==> config.mk <==
export PLATFORM = sky130hd
export DESIGN_NAME = term_status_ctl
export DESIGN_NICKNAME = d
export VERILOG_FILES = /design/src/rtl/tsr_pkg.sv /design/src/rtl/tsr_ctl.sv /design/src/rtl/tsr_datapath.sv /design/src/rtl/term_status_ctl.sv
export SDC_FILE = /design/constraint.sdc
export NUM_CORES = 1
export LEC_CHECK = 0
export ABC_AREA = 1
export BUFFER_PORTS_ARGS = -buffer_cell sky130_fd_sc_hd__buf_2
export CORE_MARGIN = 1
export CORE_UTILIZATION = 39
export DETAILED_ROUTE_END_ITERATION = 6
export PLACE_DENSITY = 0.82
export SETUP_SLACK_MARGIN = 0.1
export SLEW_MARGIN = 15
export SYNTH_ARGS = -nofsm -noshare
export SYNTH_HDL_FRONTEND = slang
export SYNTH_SLANG_ARGS = --single-unit
==> constraint.sdc <==
create_clock -name clk -period 0.8 [get_ports clk]
set_clock_uncertainty 0.1 [all_clocks]
set_input_delay 0 -clock clk [delete_from_list [all_inputs] [get_ports clk]]
set_output_delay 0 -clock clk [all_outputs]
set_load 0.02 [all_outputs]
==> src/rtl/tsr_pkg.sv <==
package tsr_pkg;
  typedef struct packed {
    logic clrLast;
    logic clrBusy;
    logic setBusy;
  } ctlStrobes_t;
endpackage

==> src/rtl/tsr_ctl.sv <==
module tsr_ctl
  import tsr_pkg::*;
#(
  parameter int CTRL_W       = 16,
  parameter int CLR_LAST_BIT = 14,
  parameter int CLR_BUSY_BIT = 5,
  parameter int BUSY_OPT_BIT = 6,
  parameter int ALT_STD_BIT  = 7
) (
  input  logic              clk,
  input  logic              rstN,
  input  logic              ctlWrEn,
  input  logic [CTRL_W-1:0] ctlWrData,
  input  logic              masterRst,
  input  logic              swRst,
  input  logic              modeRst,
  output logic [CTRL_W-1:0] ctlRdData,
  output logic              altStd,
  output ctlStrobes_t       strb
);
  logic [CTRL_W-1:0] ctlReg;
  logic              busyOpt;

  // one flop per storable bit; command bits are never stored
  for (genvar i = 0; i < CTRL_W; i++) begin : g_bit
    if (i == CLR_LAST_BIT || i == CLR_BUSY_BIT) begin : g_cmd
      assign ctlReg[i] = 1'b0;
    end else begin : g_cfg
      always_ff @(posedge clk or negedge rstN) begin
        if (!rstN)          ctlReg[i] <= 1'b0;
        else if (masterRst) ctlReg[i] <= 1'b0;
        else if (ctlWrEn)   ctlReg[i] <= ctlWrData[i];
      end
    end
  end

  assign ctlRdData = ctlReg;
  assign busyOpt   = ctlReg[BUSY_OPT_BIT];
  assign altStd    = ctlReg[ALT_STD_BIT];

  always_comb begin
    strb.clrLast = ctlWrEn && ctlWrData[CLR_LAST_BIT];
    strb.clrBusy = ctlWrEn && ctlWrData[CLR_BUSY_BIT];
    strb.setBusy = masterRst || (!busyOpt && (swRst || modeRst));
  end

  AST_MRST_CLEARS_CTL: assert property (@(posedge clk) disable iff (!rstN)
    masterRst |=> ctlRdData == '0);
  AST_OPT_MASKS_SOFT: assert property (@(posedge clk) disable iff (!rstN)
    (ctlRdData[BUSY_OPT_BIT] && !masterRst) |-> !strb.setBusy);
endmodule

==> src/rtl/tsr_datapath.sv <==
module tsr_datapath
  import tsr_pkg::*;
#(
  parameter int STAT_W   = 16,
  parameter int ADDR_W   = 5,
  parameter int ADDR_LSB = 11,
  parameter int BUSY_BIT = 3
) (
  input  logic              clk,
  input  logic              rstN,
  input  ctlStrobes_t       strb,
  input  logic              capEn,
  input  logic [STAT_W-1:0] capLast,
  input  logic [STAT_W-1:0] basicData,
  output logic [STAT_W-1:0] lastStatus,
  output logic [STAT_W-1:0] basicStatus
);
  localparam logic [STAT_W-1:0] ONE       = STAT_W'(1);
  localparam logic [STAT_W-1:0] ADDR_MASK = ((ONE << ADDR_W) - ONE) << ADDR_LSB;
  localparam logic [STAT_W-1:0] BUSY_MASK = ONE << BUSY_BIT;
  localparam logic [STAT_W-1:0] KEEP_MASK = ADDR_MASK | BUSY_MASK;

  logic [STAT_W-1:0] lastNext, basicNext;

  always_comb begin
    lastNext = lastStatus;
    if (capEn)             lastNext = (capLast & ~BUSY_MASK) | (lastStatus & BUSY_MASK);
    else if (strb.clrLast) lastNext = lastStatus & KEEP_MASK;
    if (strb.clrBusy)      lastNext[BUSY_BIT] = 1'b0;
    if (strb.setBusy)      lastNext[BUSY_BIT] = 1'b1;

    basicNext = capEn ? basicData : basicStatus;
    if (strb.setBusy)      basicNext[BUSY_BIT] = 1'b1;
  end

  always_ff @(posedge clk or negedge rstN) begin
    if (!rstN) begin
      lastStatus  <= '0;
      basicStatus <= '0;
    end else begin
      lastStatus  <= lastNext;
      basicStatus <= basicNext;
    end
  end

  AST_BUSY_SET_BOTH: assert property (@(posedge clk) disable iff (!rstN)
    strb.setBusy |=> (lastStatus[BUSY_BIT] && basicStatus[BUSY_BIT]));
  AST_BUSY_CLEAR: assert property (@(posedge clk) disable iff (!rstN)
    (strb.clrBusy && !strb.setBusy) |=> !lastStatus[BUSY_BIT]);
  AST_SET_BEATS_CLEAR: assert property (@(posedge clk) disable iff (!rstN)
    (strb.clrBusy && strb.setBusy) |=> lastStatus[BUSY_BIT]);
  AST_CLR_LAST_KEEPS: assert property (@(posedge clk) disable iff (!rstN)
    (strb.clrLast && !capEn) |=> (((lastStatus & ~KEEP_MASK) == '0) &&
      ((lastStatus & ADDR_MASK) == $past(lastStatus & ADDR_MASK))));
endmodule

==> src/rtl/term_status_ctl.sv <==
module term_status_ctl
  import tsr_pkg::*;
#(
  parameter int CTRL_W       = 16,
  parameter int STAT_W       = 16,
  parameter int ADDR_W       = 5,
  parameter int ADDR_LSB     = 11,
  parameter int BUSY_BIT     = 3,
  parameter int CLR_LAST_BIT = 14,
  parameter int CLR_BUSY_BIT = 5,
  parameter int BUSY_OPT_BIT = 6,
  parameter int ALT_STD_BIT  = 7
) (
  input  logic              clk,
  input  logic              rstN,
  input  logic              ctlWrEn,
  input  logic [CTRL_W-1:0] ctlWrData,
  output logic [CTRL_W-1:0] ctlRdData,
  input  logic              masterRst,
  input  logic              swRst,
  input  logic              modeRst,
  input  logic              capEn,
  input  logic [STAT_W-1:0] capLast,
  input  logic [STAT_W-1:0] basicData,
  output logic [STAT_W-1:0] lastStatus,
  output logic [STAT_W-1:0] basicStatus,
  input  logic              irqPrio,
  input  logic              storeDisc,
  output logic              discOrIrq
);
  ctlStrobes_t strb;
  logic        altStd;

  tsr_ctl #(
    .CTRL_W(CTRL_W), .CLR_LAST_BIT(CLR_LAST_BIT), .CLR_BUSY_BIT(CLR_BUSY_BIT),
    .BUSY_OPT_BIT(BUSY_OPT_BIT), .ALT_STD_BIT(ALT_STD_BIT)
  ) u_ctl (
    .clk(clk), .rstN(rstN), .ctlWrEn(ctlWrEn), .ctlWrData(ctlWrData),
    .masterRst(masterRst), .swRst(swRst), .modeRst(modeRst),
    .ctlRdData(ctlRdData), .altStd(altStd), .strb(strb)
  );

  tsr_datapath #(
    .STAT_W(STAT_W), .ADDR_W(ADDR_W), .ADDR_LSB(ADDR_LSB), .BUSY_BIT(BUSY_BIT)
  ) u_dp (
    .clk(clk), .rstN(rstN), .strb(strb), .capEn(capEn), .capLast(capLast),
    .basicData(basicData), .lastStatus(lastStatus), .basicStatus(basicStatus)
  );

  assign discOrIrq = altStd ? storeDisc : irqPrio;
endmodule

### Word level (Yosys, flattened, before mapping)

Cells that the tools add are included.

* register bits after elaboration: 46
* bits of input ports: 57
* output and inout port bits: 49
* word-level logic and storage cells: 65

* muxes and demuxes: 35
* bitwise operators: 1
* reductions and logical operators: 10

Operator list (number)
* $mux W1: 32
* $mux W16: 1
* $or A16 B4 Y16: 1
* $mux W11: 1
* $reduce_bool A2 Y1: 3
* $mux W4: 1
* $logic_and A1 B1 Y1: 3
* $reduce_bool A3 Y1: 1
* $logic_or A1 B1 Y1: 2
* $logic_not A1 Y1: 1

### Logic depth before layout (Yosys ltp)

* depth in word-level cells: 5
* gate-level depth with buffers: 5
* mapped depth without buffers: 4

### Hierarchy

A second synthesis with hierarchy kept.

* cells, all modules: 214
* area total of the unflattened synthesis: 1915.6 µm²

By module, submodules not included
* tsr_datapath: times used 1, cells each 136, area each 1266.2 µm², sequential area each 800.8 µm²
* tsr_ctl: times used 1, cells each 74, area each 634.4 µm², sequential area each 350.3 µm²
* term_status_ctl: times used 1, cells each 4, area each 15.0 µm², sequential area each 0.0 µm²

### Worst setup path before layout

Ideal clock, no wire load.

* path type: reg2out
* start: register u_ctl.ctlReg[7] (netlist: u_ctl.altStd)
* end: output port discOrIrq
* data arrival time: 0.894 ns
* data required time: 0.700 ns
* setup slack: -0.194 ns
* cell stages (with the launch flop): 2
* path buffers: 0
* cells stage by stage: dfrtp_1 o21ai_0

* cells in the longest elaborated chain, start to end: 1

RTL lines
* start, declared: line tsr_ctl.sv:21 `logic [CTRL_W-1:0] ctlReg;`
* start signal, assigned by index: line tsr_ctl.sv:32 `else if (ctlWrEn) ctlReg[i] <= ctlWrData[i];`
* $mux W1: line term_status_ctl.sv:50 `assign discOrIrq = altStd ? storeDisc : irqPrio;`
* end, declared: line term_status_ctl.sv:29 `output logic discOrIrq`

Every way passes these cells.

### Worst setup path after layout

Ends and elaborated chain as after synthesis.

==> summary.md <==
| Metric | Value |
|---|---|
| Max Root-Sink Buffers | 2 |
| Worst-Skew Late Latency | a little under 300 ps |
| Slew Viols, Final | 0 |
| Core area | around 4500 µm² |
| Required time worst endpoint | 700 ps |
| Sequential fraction of the synthesis area | 0.613 |
| Post-DR wirelength/cell | about 15 µm |
| First-pass DRT Iterations | 6 |
| Period utilisation layout | 1.33 |
| Failing checks | design-rule violations, negative hold slack, negative setup slack |
| Top cells by area, synth | dfrtp_1, nand2_1, nand3_1 |
| Hold_buf cts | 44 |
| Mean Syn Cell Area | slightly below 9 µm² |
| Filler cells | 254 |
| Worst r2r src | u_ctl.altStd |
| PD cells | around 1600 nW/µm² |
| Fin nets | 439 |
| Synth unique cells | 13 |
| Status | complete, but fails checks |
| Crit path arrival time | about 970 ps |
| Die H | just over 70 µm |
| Worst path depth | 2 |
| Final Wtd Congestion | around 0.83 |
| Commonest non-fill, non-tap cell in the layout | nand2_1 |
| DIE AREA | ~5100 µm² |
| Finished Core Util | 0.835 |
| Yosys warning count | 0 |
| DR vias | around 2,100 |
| Crit Path Class | flip-flop to output pin |
| Worst hold start | swRst |
| Final ANT Viol Nets | 0 |
| Hold Crit Class | input port to flip-flop |
| Final hold slack | -170 ps |
| Largest net degree at the start of global routing | 47 |
| Final Worst Setup Slack | -267 ps |
| Number of I/O pins | 106 |
| ANT cells | 0 |
| Peak supply drop | around 0.97 mV |
| Fin. Hold Viols | 5 |
| Peak Freq | between 900 and 1000 MHz |
| Lkg Pwr | 1.92 nW |
| CTS Root Buffer Type | clkbuf_8 |
| Clk sinks | 46 |
| Global-route wire length before repair | between 10,000 and 15,000 µm |
| Setup violations, final | approximately 70 |
| Synthesized cell area | between 1500 and 2000 µm² |
| Vias per cell | approximately 4.8 |
| Final Non-Filler Cells | between 400 and 500 |
| GRT overflow | 0 |
| Max-Cap Viols | 0 |
| CP Launch Type | flip-flop |
| Largest delay contributor family on the critical path | flip-flops |
| Initial antenna violation count | 0 |
| CTS tree | built |
| # DRC | 8 |
| Placed cell count | between 300 and 400 |
| Worst path bufs/invs | 1 |
| # rows | 24 |
| Commonest cells after routing, fill and taps aside | nand2_1, buf_6, buf_2, dlygate4sd3_1, dfrtp_2 |
| RSZ-0062 raised after global routing | true |
| Synth Instances | roughly 210 |
| PortBufs | between 100 and 150 |
| DIE WIDTH | approximately 70 µm |
| R2r worst-path depth | 4 |
| Max Fanout on Critical Path | 4 |
| Synth Register Bits | 46 |
| CP Launch Point | u_ctl.altStd |
| Vias in the first global route | 2,177 |
| Area grow syn2layout | 99.1% |
| Total CTS buffers | 5 |
| Worst-path cell chain | o21ai_1 > buf_4 |
| Slowest stage cell on the critical path | dfrtp_1 |
| DPL Wire Length | between 3000 and 4000 µm |
| Starting Density | 0.419 |
| Clock transition at path regs | 90 ps |
| CP endpoint kind | output pin |
| Synth top area share | 0.613 |
| Hold Path Cell Cnt | 3 |
| Share of cells above drive strength 1 | 0.595 |
| DR iter-0 viols | ~160 |
| Crit path time final | around 1100 ps |
| Critical path's largest stage delay | ~410 ps |
| Total track usage | 0.266 |
| Cell taking the most area after synthesis | dfrtp_1 |
| H-tree Lvls | 2 |
| DRT Wirelength | approximately 6700 µm |
[Yosys cell counts (all sizes together)]
library cell  instances
nand3                26
o21ai                 2
nand2               115
inv                   6
dfrtp                46
conb                  1
nor2                  1
buf                  14
[worst paths after layout]
path,endpoint,slack (ps)
max,discOrIrq,-270
max in group asynchronous,u_dp.basicStatus[13],230
min reg2reg,u_dp.basicStatus[7],390
min in group asynchronous,u_dp.lastStatus[5],110
min,u_dp.basicStatus[3],-170
max reg2reg,u_ctl.altStd,-140
[layer usage]
layer | vias to the layer above | GRT usage | share of wire | wire length, µm
li1 | 981 | - | - | -
met1 | 1011 | 0.285 | 0.37 | 2490
met2 | 86 | 0.521 | 0.55 | 3670
met3 | 22 | 0.0549 | 0.049 | 331
met4 | 0 | 0.0822 | 0.034 | 231
met5 | - | 0 | 0 | 0
[power by group]
part / switching, mW / total, mW / leakage [nW] / internal [mW]
Combinational: 0.762 / 1.64 / 1.35 / 0.877
Sequential: 0.163 / 2.69 / 0.519 / 2.53
Clock: 0.731 / 1.67 / 0.0524 / 0.935
[cell families (layout without fill, tap and decap cells)]
family          count (synthesis)  count (layout)  share of synthesized area
simple gates                  142             142                      0.316
flops                          46              46                      0.613
buf+inv                        20             191                     0.0633
compound gates                  2               2                    0.00533
other cells                     1               2                    0.00200
[area by class of cell]
cell class / count / area (µm²) / share of cell area
repair buffers: 177 / 1590 / 0.426
well taps: 52 / 65.1 / 0.0174
multi-input cells: 146 / 744 / 0.199
inverters: 6 / 22.5 / 0.00603
clock inverters: 1 / 30.0 / 0.00804
flip-flops and latches: 46 / 1210 / 0.323
clock buffers: 7 / 76.3 / 0.0204
[timing repair]
| action | in CTS | in global routing |
|---|---|---|
| hold endpoints to repair | 92 | 5 |
| endpoints found under the setup margin | 91 | 93 |
| setup buffers | 18 | 6 |
| pin swaps | 12 | 18 |
| resized for setup | 112 | 31 |
[flip-flops by register name, indices dropped and copies added (netlist names)]
register,count
u_ctl.ctlRdData,12
u_ctl.busyOpt,1
u_dp.lastStatus,16
u_dp.basicStatus,16
u_ctl.altStd,1
[through the flow]
step                      power (mW)  setup TNS, ps  worst slack [ps]  area [µm²]
after floorplan                 3.20          -90.9             -52.7        1990
after global placement          3.61              0              3.26        2550
after detailed placement        3.64           -220             -41.6        2550
after CTS                       5.87          -7700              -279        3590
after global routing            6.26         -10340              -368        3740
final                           6.00          -8230              -267        3740
[worst register-to-register path, cell delays in order (launching register included)]
cell,delay (ps)
dfrtp_1,410
buf_4,140
buf_6,100
nand2_2,50
nand2_1,40
Power figures use the tool's default switching activity.
